$ cat src/rtl/lbuf_pkg.sv
package lbuf_pkg;

  // What the storage array does in a given cycle
  typedef enum logic [2:0] {
    ACC_NONE  = 3'd0,  // no token anywhere
    ACC_HOLD  = 3'd1,  // tokens present, neither write nor display
    ACC_WRITE = 3'd2,  // fetch write to all selected words
    ACC_READ  = 3'd3,  // single-word display read
    ACC_FLIP  = 3'd4   // multi-word display read with AND write-back
  } acc_kind_t;

  // Write wins over a read on the same bitlines
  function automatic acc_kind_t acc_decide(input logic any_sel,
                                           input logic multi_sel,
                                           input logic we,
                                           input logic show);
    acc_kind_t k;
    if (!any_sel)       k = ACC_NONE;
    else if (we)        k = ACC_WRITE;
    else if (!show)     k = ACC_HOLD;
    else if (multi_sel) k = ACC_FLIP;
    else                k = ACC_READ;
    return k;
  endfunction

  // True when a one-hot-or-more vector has at least two bits set
  function automatic logic more_than_one(input logic [63:0] v);
    return (v & (v - 64'd1)) != 64'd0;
  endfunction

endpackage

$ cat src/rtl/lbuf_token_chain.sv
module lbuf_token_chain #(
  parameter int DEPTH = 40
) (
  input  logic             clk,
  input  logic             rst,
  input  logic             start_i,
  output logic [DEPTH-1:0] tok_o,
  output logic             any_o,
  output logic             multi_o
);
  import lbuf_pkg::*;

  logic [DEPTH-1:0] tok_q;
  logic [DEPTH-1:0] tok_d;
  logic [63:0]      tok_wide;

  // Shift toward the far end; the token on the last word drops out
  always_comb begin
    tok_d    = {tok_q[DEPTH-2:0], 1'b0};
    tok_d[0] = start_i;
  end

  always_ff @(posedge clk) begin
    if (rst) tok_q <= '0;
    else     tok_q <= tok_d;
  end

  assign tok_wide = 64'(tok_q);
  assign tok_o    = tok_q;
  assign any_o    = |tok_q;
  assign multi_o  = more_than_one(tok_wide);

  AST_TOKEN_ENTRY: assert property (@(posedge clk) disable iff (rst) start_i |=> tok_q[0]);
  AST_TOKEN_SHIFT: assert property (@(posedge clk) disable iff (rst) 1'b1 |=> tok_q[DEPTH-1:1] == $past(tok_q[DEPTH-2:0]));
  AST_MULTI_COUNT: assert property (@(posedge clk) disable iff (rst) multi_o == ($countones(tok_q) > 1));

endmodule

$ cat src/rtl/lbuf_cell_array.sv
module lbuf_cell_array
  import lbuf_pkg::*;
#(
  parameter int DEPTH  = 40,
  parameter int WORD_W = 12
) (
  input  logic              clk,
  input  logic              rst,
  input  logic [DEPTH-1:0]  tok_i,
  input  acc_kind_t         acc_i,
  input  logic [WORD_W-1:0] wdata_i,
  output logic [WORD_W-1:0] and_o
);

  logic [WORD_W-1:0] mem [DEPTH];
  logic [WORD_W-1:0] bitline;

  // Precharged bitlines: ones unless a selected cell pulls a bit to 0
  always_comb begin
    bitline = '1;
    for (int i = 0; i < DEPTH; i++) begin
      if (tok_i[i]) bitline = bitline & mem[i];
    end
  end
  assign and_o = bitline;

  // Storage holds its contents across reset
  always_ff @(posedge clk) begin
    for (int i = 0; i < DEPTH; i++) begin
      if (tok_i[i]) begin
        if (acc_i == ACC_WRITE)     mem[i] <= wdata_i;
        else if (acc_i == ACC_FLIP) mem[i] <= bitline;
      end
    end
  end

  for (genvar g = 0; g < DEPTH; g++) begin : g_chk
    AST_WRITE_LANDS: assert property (@(posedge clk) disable iff (rst) (acc_i == ACC_WRITE && tok_i[g]) |=> mem[g] == $past(wdata_i));
    AST_FLIP_SETTLES: assert property (@(posedge clk) disable iff (rst) (acc_i == ACC_FLIP && tok_i[g]) |=> mem[g] == $past(and_o));
    AST_UNSELECTED_KEEP: assert property (@(posedge clk) disable iff (rst) !tok_i[g] |=> $stable(mem[g]));
  end

endmodule

$ cat src/rtl/lbuf_sense.sv
module lbuf_sense
  import lbuf_pkg::*;
#(
  parameter int WORD_W = 12
) (
  input  logic              clk,
  input  logic              rst,
  input  logic              show_i,
  input  acc_kind_t         acc_i,
  input  logic [WORD_W-1:0] wdata_i,
  input  logic [WORD_W-1:0] and_i,
  output logic [WORD_W-1:0] rd_o
);

  logic [WORD_W-1:0] sensed;

  always_comb begin
    if (!show_i)                 sensed = '1;
    else if (acc_i == ACC_WRITE) sensed = wdata_i;
    else                         sensed = and_i;
  end

  always_ff @(posedge clk) begin
    if (rst) rd_o <= '1;
    else     rd_o <= sensed;
  end

  AST_AND_NO_RISE: assert property (@(posedge clk) disable iff (rst) (show_i && (acc_i == ACC_READ || acc_i == ACC_FLIP)) |=> (rd_o & ~$past(and_i)) == '0);

endmodule

$ cat src/rtl/lbuf_token_buffer.sv
module lbuf_token_buffer
  import lbuf_pkg::*;
#(
  parameter int DEPTH  = 40,
  parameter int CHAR_W = 8,
  parameter int COL_W  = 4
) (
  input  logic                    clk,
  input  logic                    rst,
  input  logic                    chain_start,
  input  logic                    fetch_we,
  input  logic [CHAR_W+COL_W-1:0] fetch_word,
  input  logic                    show_en,
  output logic [CHAR_W+COL_W-1:0] rd_word
);
  localparam int WORD_W = CHAR_W + COL_W;

  logic [DEPTH-1:0]  tok;
  logic              any_sel;
  logic              multi_sel;
  acc_kind_t         acc;
  logic [WORD_W-1:0] and_val;

  // Named events for the checks
  logic wr_fire;
  logic rd_fire;
  logic flip_fire;

  lbuf_token_chain #(.DEPTH(DEPTH)) u_chain (
    .clk     (clk),
    .rst     (rst),
    .start_i (chain_start),
    .tok_o   (tok),
    .any_o   (any_sel),
    .multi_o (multi_sel)
  );

  assign acc       = acc_decide(any_sel, multi_sel, fetch_we, show_en);
  assign wr_fire   = (acc == ACC_WRITE);
  assign rd_fire   = (acc == ACC_READ) || (acc == ACC_FLIP);
  assign flip_fire = (acc == ACC_FLIP);

  lbuf_cell_array #(.DEPTH(DEPTH), .WORD_W(WORD_W)) u_cells (
    .clk     (clk),
    .rst     (rst),
    .tok_i   (tok),
    .acc_i   (acc),
    .wdata_i (fetch_word),
    .and_o   (and_val)
  );

  lbuf_sense #(.WORD_W(WORD_W)) u_sense (
    .clk     (clk),
    .rst     (rst),
    .show_i  (show_en),
    .acc_i   (acc),
    .wdata_i (fetch_word),
    .and_i   (and_val),
    .rd_o    (rd_word)
  );

  AST_IDLE_ONES: assert property (@(posedge clk) disable iff (rst) (show_en && !any_sel) |=> rd_word == '1);
  AST_DARK_ONES: assert property (@(posedge clk) disable iff (rst) !show_en |=> rd_word == '1);
  AST_WRITE_ECHO: assert property (@(posedge clk) disable iff (rst) (show_en && wr_fire) |=> rd_word == $past(fetch_word));
  AST_FLIP_NEEDS_MULTI: assert property (@(posedge clk) disable iff (rst) flip_fire |-> (rd_fire && multi_sel && !fetch_we));

endmodule

$ cat config.mk
export PLATFORM = sky130hd
export DESIGN_NAME = lbuf_token_buffer
export DESIGN_NICKNAME = d
export VERILOG_FILES = /design/src/rtl/lbuf_pkg.sv /design/src/rtl/lbuf_token_chain.sv /design/src/rtl/lbuf_cell_array.sv /design/src/rtl/lbuf_sense.sv /design/src/rtl/lbuf_token_buffer.sv
export SDC_FILE = /design/constraint.sdc
export NUM_CORES = 1
export LEC_CHECK = 0
export BUFFER_PORTS_ARGS = -buffer_cell sky130_fd_sc_hd__buf_2
export CORE_UTILIZATION = 40
export DETAILED_ROUTE_END_ITERATION = 10
export PLACE_DENSITY = 0.52
export SLEW_MARGIN = 20
export SYNTH_ARGS = -nofsm -noshare
export SYNTH_HDL_FRONTEND = slang
export SYNTH_HIERARCHICAL = 1
export SYNTH_SLANG_ARGS = --single-unit
$ cat constraint.sdc
create_clock -name clk -period 5 [get_ports clk]
set_input_delay 0.25 -clock clk [delete_from_list [all_inputs] [get_ports clk]]
set_output_delay 0.25 -clock clk [all_outputs]
set_load 0.02 [all_outputs]
# --- After elaboration in Yosys (flattened, before gate mapping) ---
# Memory sizes are Yosys's and may differ from the RTL's.
# Cells that the tools add are included.
# Widths: inputs -> output; s select.
totals:
  reg_bits: 52
  mem_bits_rw: 480
  wordCells: 338
  n_memories: 1
  output_inout_bits: 12
  in_bits: 17
memory_table:
  columns: ["name", "depth", "word_bits", "read_ports", "rd_clocked_by_memory_dff", "wr", "line_no", "text"]
  rows:
  - ["u_cells.mem", 40, 12, 40, 0, 40, "lbuf_cell_array.sv:15", "logic [WORD_W-1:0] mem [DEPTH];"]
classes:
  mux: 248
  n_eq_ne: 2
  n_addsub: 1
  reduce_logical: 3
  n_bitwise: 81
op_table:
  columns: ["op", "count"]
  rows:
  - ["$mux 12", 81]
  - ["$and 12x12->12", 39]
  - ["$mux 1", 163]
  - ["$and 40x64->64", 1]
  - ["$reduce_bool 64->1", 1]
  - ["$sub 40x1->41 const B", 1]
  - ["$or 1x1->1", 40]
  - ["$reduce_or 40->1", 1]
  - ["$mux 3", 4]
  - ["$eq 3x2->1 const B", 1]
  - ["$eq 3x3->1 const B", 1]
  - ["$reduce_or 2->1", 1]
  - ["$not 1->1", 1]

# --- Logic depth before layout (Yosys ltp) ---
# An unclocked memory read counts as a cell.
depth:
  ltp_word: 81
  depth_mapped: 15
  ltp_nobuf: 13

# --- By module ---
# The synthesis kept the hierarchy.
by_module_without_submodules:
  columns: ["mod", "seq_area_each_um2", "instances", "area_per_inst_um2", "cells_per_inst"]
  rows:
  - ["lbuf_cell_array", 14413.8, 1, 23482.5, 2280]
  - ["lbuf_token_chain", 800.8, 1, 1600.3, 171]
  - ["lbuf_sense", 240.2, 1, 566.8, 55]
  - ["lbuf_token_buffer", 0.0, 1, 32.5, 6]

# --- Worst setup path before layout ---
# No wires, ideal clock.
synth_path:
  path_type: "register to register"
  start: "register u_chain.tok_q[19] (netlist: u_chain/tok_o[19])"
  end: "memory u_cells.mem[0][0] (enable)"
  setup_slack_ps: 813
  path_stages_with_launch: 12
  synth_period_minus_slack_ps: 4187
  t_arrival_ps: 3791
  t_required_ps: 4604
  path_buffers: 1
  setup_time_ps: 396
  path_cell_list: "dfxtp_1 -> or4_4 -> nor4b_4 -> nand4_2 -> o32a_1 -> and4bb_1 -> nand4_1 -> nor2b_1 -> o21a_1 -> xnor2_1 -> clkbuf_1 -> nor3_1"
synth_lines:
  columns: ["element", "line_no", "text"]
  rows:
  - ["from (decl)", "lbuf_token_chain.sv:13", "logic [DEPTH-1:0] tok_q;"]
  - ["from (signal assigned)", "lbuf_token_chain.sv:25", "else tok_q <= tok_d;"]
  - ["to (decl)", "lbuf_cell_array.sv:15", null]

==> impl_results.md <==
- Worst-path clk slew: 0.06 ns
- Main synth FF type: edfxtp_1
- Routed wire length: 113.5 mm
- Clk Tree Root Cell: clkbuf_16
- Most frequent cells after synthesis: nand2_1 (527), edfxtp_1 (480), nand2b_1 (323), o21ai_1 (254), o21ai_0 (221)
- Crit path launch type: flip-flop
- H-tree depth: 2
- Syn Std Cell Area: 25680 um2
- Tmin final: 4.779 ns
- Final setup fails: 0
- Wire length per cell: 33.63 um
- Post-CTS setup buffer count: 0
- Syn_area_per_cell: 10.22 um2
- Final Util: 45.77%
- RSZ-0062 raised after global routing: yes
- Netlist cell types: 55
- Initial antenna violation count: 9
- Post-synth ARST share: 0%
- Slew Limit Fails: 0
- Sequential share of the synthesized area: 60.18%
- Die X: 255.4 um
- Most common cell in the netlist: nand2_1
- Syn_nets: 2529
- Crit end category: flip-flop
- Vias in the first global route: 18.67k
- Area of the die: 65220 um2
- Worst-path maximum fanout: 24
- Die H: 255.4 um
- VDD IR max: 0.2907 mV
- DRC: 0
- Initial core utilization: 40.57%
- I/O Pins: 29
- Crit path DAT: 5.03 ns
- Largest net degree at the start of global routing: 50
- Syn Inst Count: 2512
- CTS tree: yes
- Final Total Pwr: 9.932 mW
- CORE AREA: 63310 um2
- Outcome: completed
- Worst slew margin: 22.00%
- Layout net count: 2492
- Number of antenna-violating nets in the routed design: 0
- Starting DRC count in detailed routing: 3496
- Seq cells post-synth: 532
- Fmax: 209.2 MHz
- Worst EP required: 5.25 ns
- TritonRoute pass-1 iters: 6
- Min-Delay Path Class: in2reg
- Period utilization: 95.58%
- Slew @ Worst Pin: 1.159 ns
- Top-area cell type share of the netlist area: 56.12%
- Max-cap violations: 0
- Setup_tns: 0 ns
- Share of cells above drive strength 1: 11.05%
- Via count: 20.86k
- PD cells: 342.7 nW/um2
- First-pass GRT wire length: 155.7 mm
- Critical path class: reg2reg
- Port Buffers: 28
- Synth top area cells: edfxtp_1 (56%), nand2b_1 (7.9%), nand2_1 (7.7%), o21ai_1 (4.9%), o21ai_0 (4.3%)
- TritonCTS Sinks: 532
- Area Overhead vs Synth: 12.83%
- Gr usage total: 34.35%
- Clock Skew: 0.02648 ns
- Ys Warns: 6
- Synth area leader: edfxtp_1
- CTS max path bufs: 3
- Fin. Hold Viols: 0
- Post-synth EDFFs: 480
- GP Congestion: 0.9782
- # rows: 92
- Lkg Pwr: 10.42 nW
- Dpl hpwl: 74.13 mm
- Global route overflow: 0
- Via density: 6.181
- Worst-skew pair later-pin latency: 0.65 ns
- TritonCTS buffer count: 60
==> cells by family after synthesis <==
group,count (synthesis),share of synthesized area (%)
simple gates,1043,20.26
compound gates,659,15.05
flops,532,60.18
buf+inv,277,4.482
xor+xnor,1,0.03411
==> through the flow <==
stage	std cells	area, um2	hold WS (ns)	setup slack [ns]
3_5_place_dp	3258	27010	0.5523	0.1494
3_3_place_gp	3258	27010	0.5482	0.2724
5_1_grt	3372	28970	0.1856	-0.03754
2_1_floorplan	2512	25680	0.3782	0.8126
6_report	3375	28980	0.1786	0.2209
4_1_cts	3372	28950	0.1664	0.1390
==> repair_timing <==
action                                  in CTS  in global routing
endpoints found under the setup margin       0                312
endpoints found under the hold margin        1                  0
resized for setup                            0                  7
hold buffers                                 1                  0
==> power breakdown <==
part	internal, mW	leakage (nW)	total [mW]	switching [mW]
combinational	0.155	4.72	0.671	0.516
clock	2.52	0.962	4.40	1.88
sequential	4.85	4.74	4.86	0.00480
total	7.53	10.4	9.93	2.40
==> state kept, by name, indices dropped and copies added, names as in the netlist <==
register       cells
u_sense/rd_o      12
u_cells/mem      480
u_chain/tok_o     40
==> worst max-delay path, stage by stage (launching register included) <==
cell and delay (ns):
dfxtp_1 0.32, nor4_2 0.45, and3_1 0.31, nand3_1 0.20, o32ai_1 0.34, o2111ai_1 0.16, nor4_1 0.33, nand4_1 0.32
nor2b_1 0.20, o21a_1 0.19, buf_4 0.27, xnor2_2 0.14, buf_12 0.20, nor3_2 0.91
==> layer usage <==
metal	track usage [%]	routed length, um	vias to the layer above
li1	-	-	8929
met1	46.75	43750	10270
met2	50.73	49120	1430
met3	8.353	14030	234
met4	17.82	6583	0
met5	0	0	-
==> area by class of cell <==
type                    count  area, um2
clock buffers              77       1654
multi-input cells        1703       9390
well taps                 846       1059
flip-flops and latches    532      15450
diodes                      3      7.507
fillers                  5937      34330
inverters                  64      240.2
repair buffers            114      898.4
clock inverters            36      274.0
==> cell usage in the layout, fill, tap and decap left out, types with 3 or more instances in the layout <==
cell,synthesis,routed
o22ai_1,27,27
buf_12,0,7
buf_4,2,87
o21ai_1,254,254
a21oi_1,8,7
nand3_4,0,5
nand2b_1,323,323
edfxtp_1,480,480
nand4bb_1,12,12
buf_2,51,19
clkbuf_1,142,8
nand2_1,527,527
o21ai_0,221,221
clkinv_1,3,16
nor3_1,55,20
and2_2,0,5
nor2b_1,39,38
nor2_1,22,22
nand3_2,1,7
clkbuf_16,0,61
inv_1,60,60
nor3_2,0,34
nor4_1,28,27
o2111ai_1,109,109
nand3_1,14,3
clkbuf_8,0,6
clkinv_2,0,16
diode_2,0,3
dfxtp_1,52,52
o21ai_2,9,9
o211ai_1,14,14
bufinv_16,0,4
==> final timing paths <==
path | endpoint | depth (start not counted) | startpoint | slack (ns)
max | u_cells/mem[0][90]$_DFFE_PP_ | 13 | u_chain/tok_o[0]$_SDFF_PP0_ | 0.22
min reg2reg | u_chain/tok_o[27]$_SDFF_PP0_ | 1 | u_chain/tok_o[26]$_SDFF_PP0_ | 0.56
min | u_chain/tok_o[35]$_SDFF_PP0_ | 3 | rst | 0.18
max reg2reg | u_cells/mem[0][90]$_DFFE_PP_ | 13 | u_chain/tok_o[0]$_SDFF_PP0_ | 0.22
No activity file was read; power rests on OpenSTA's default activity.
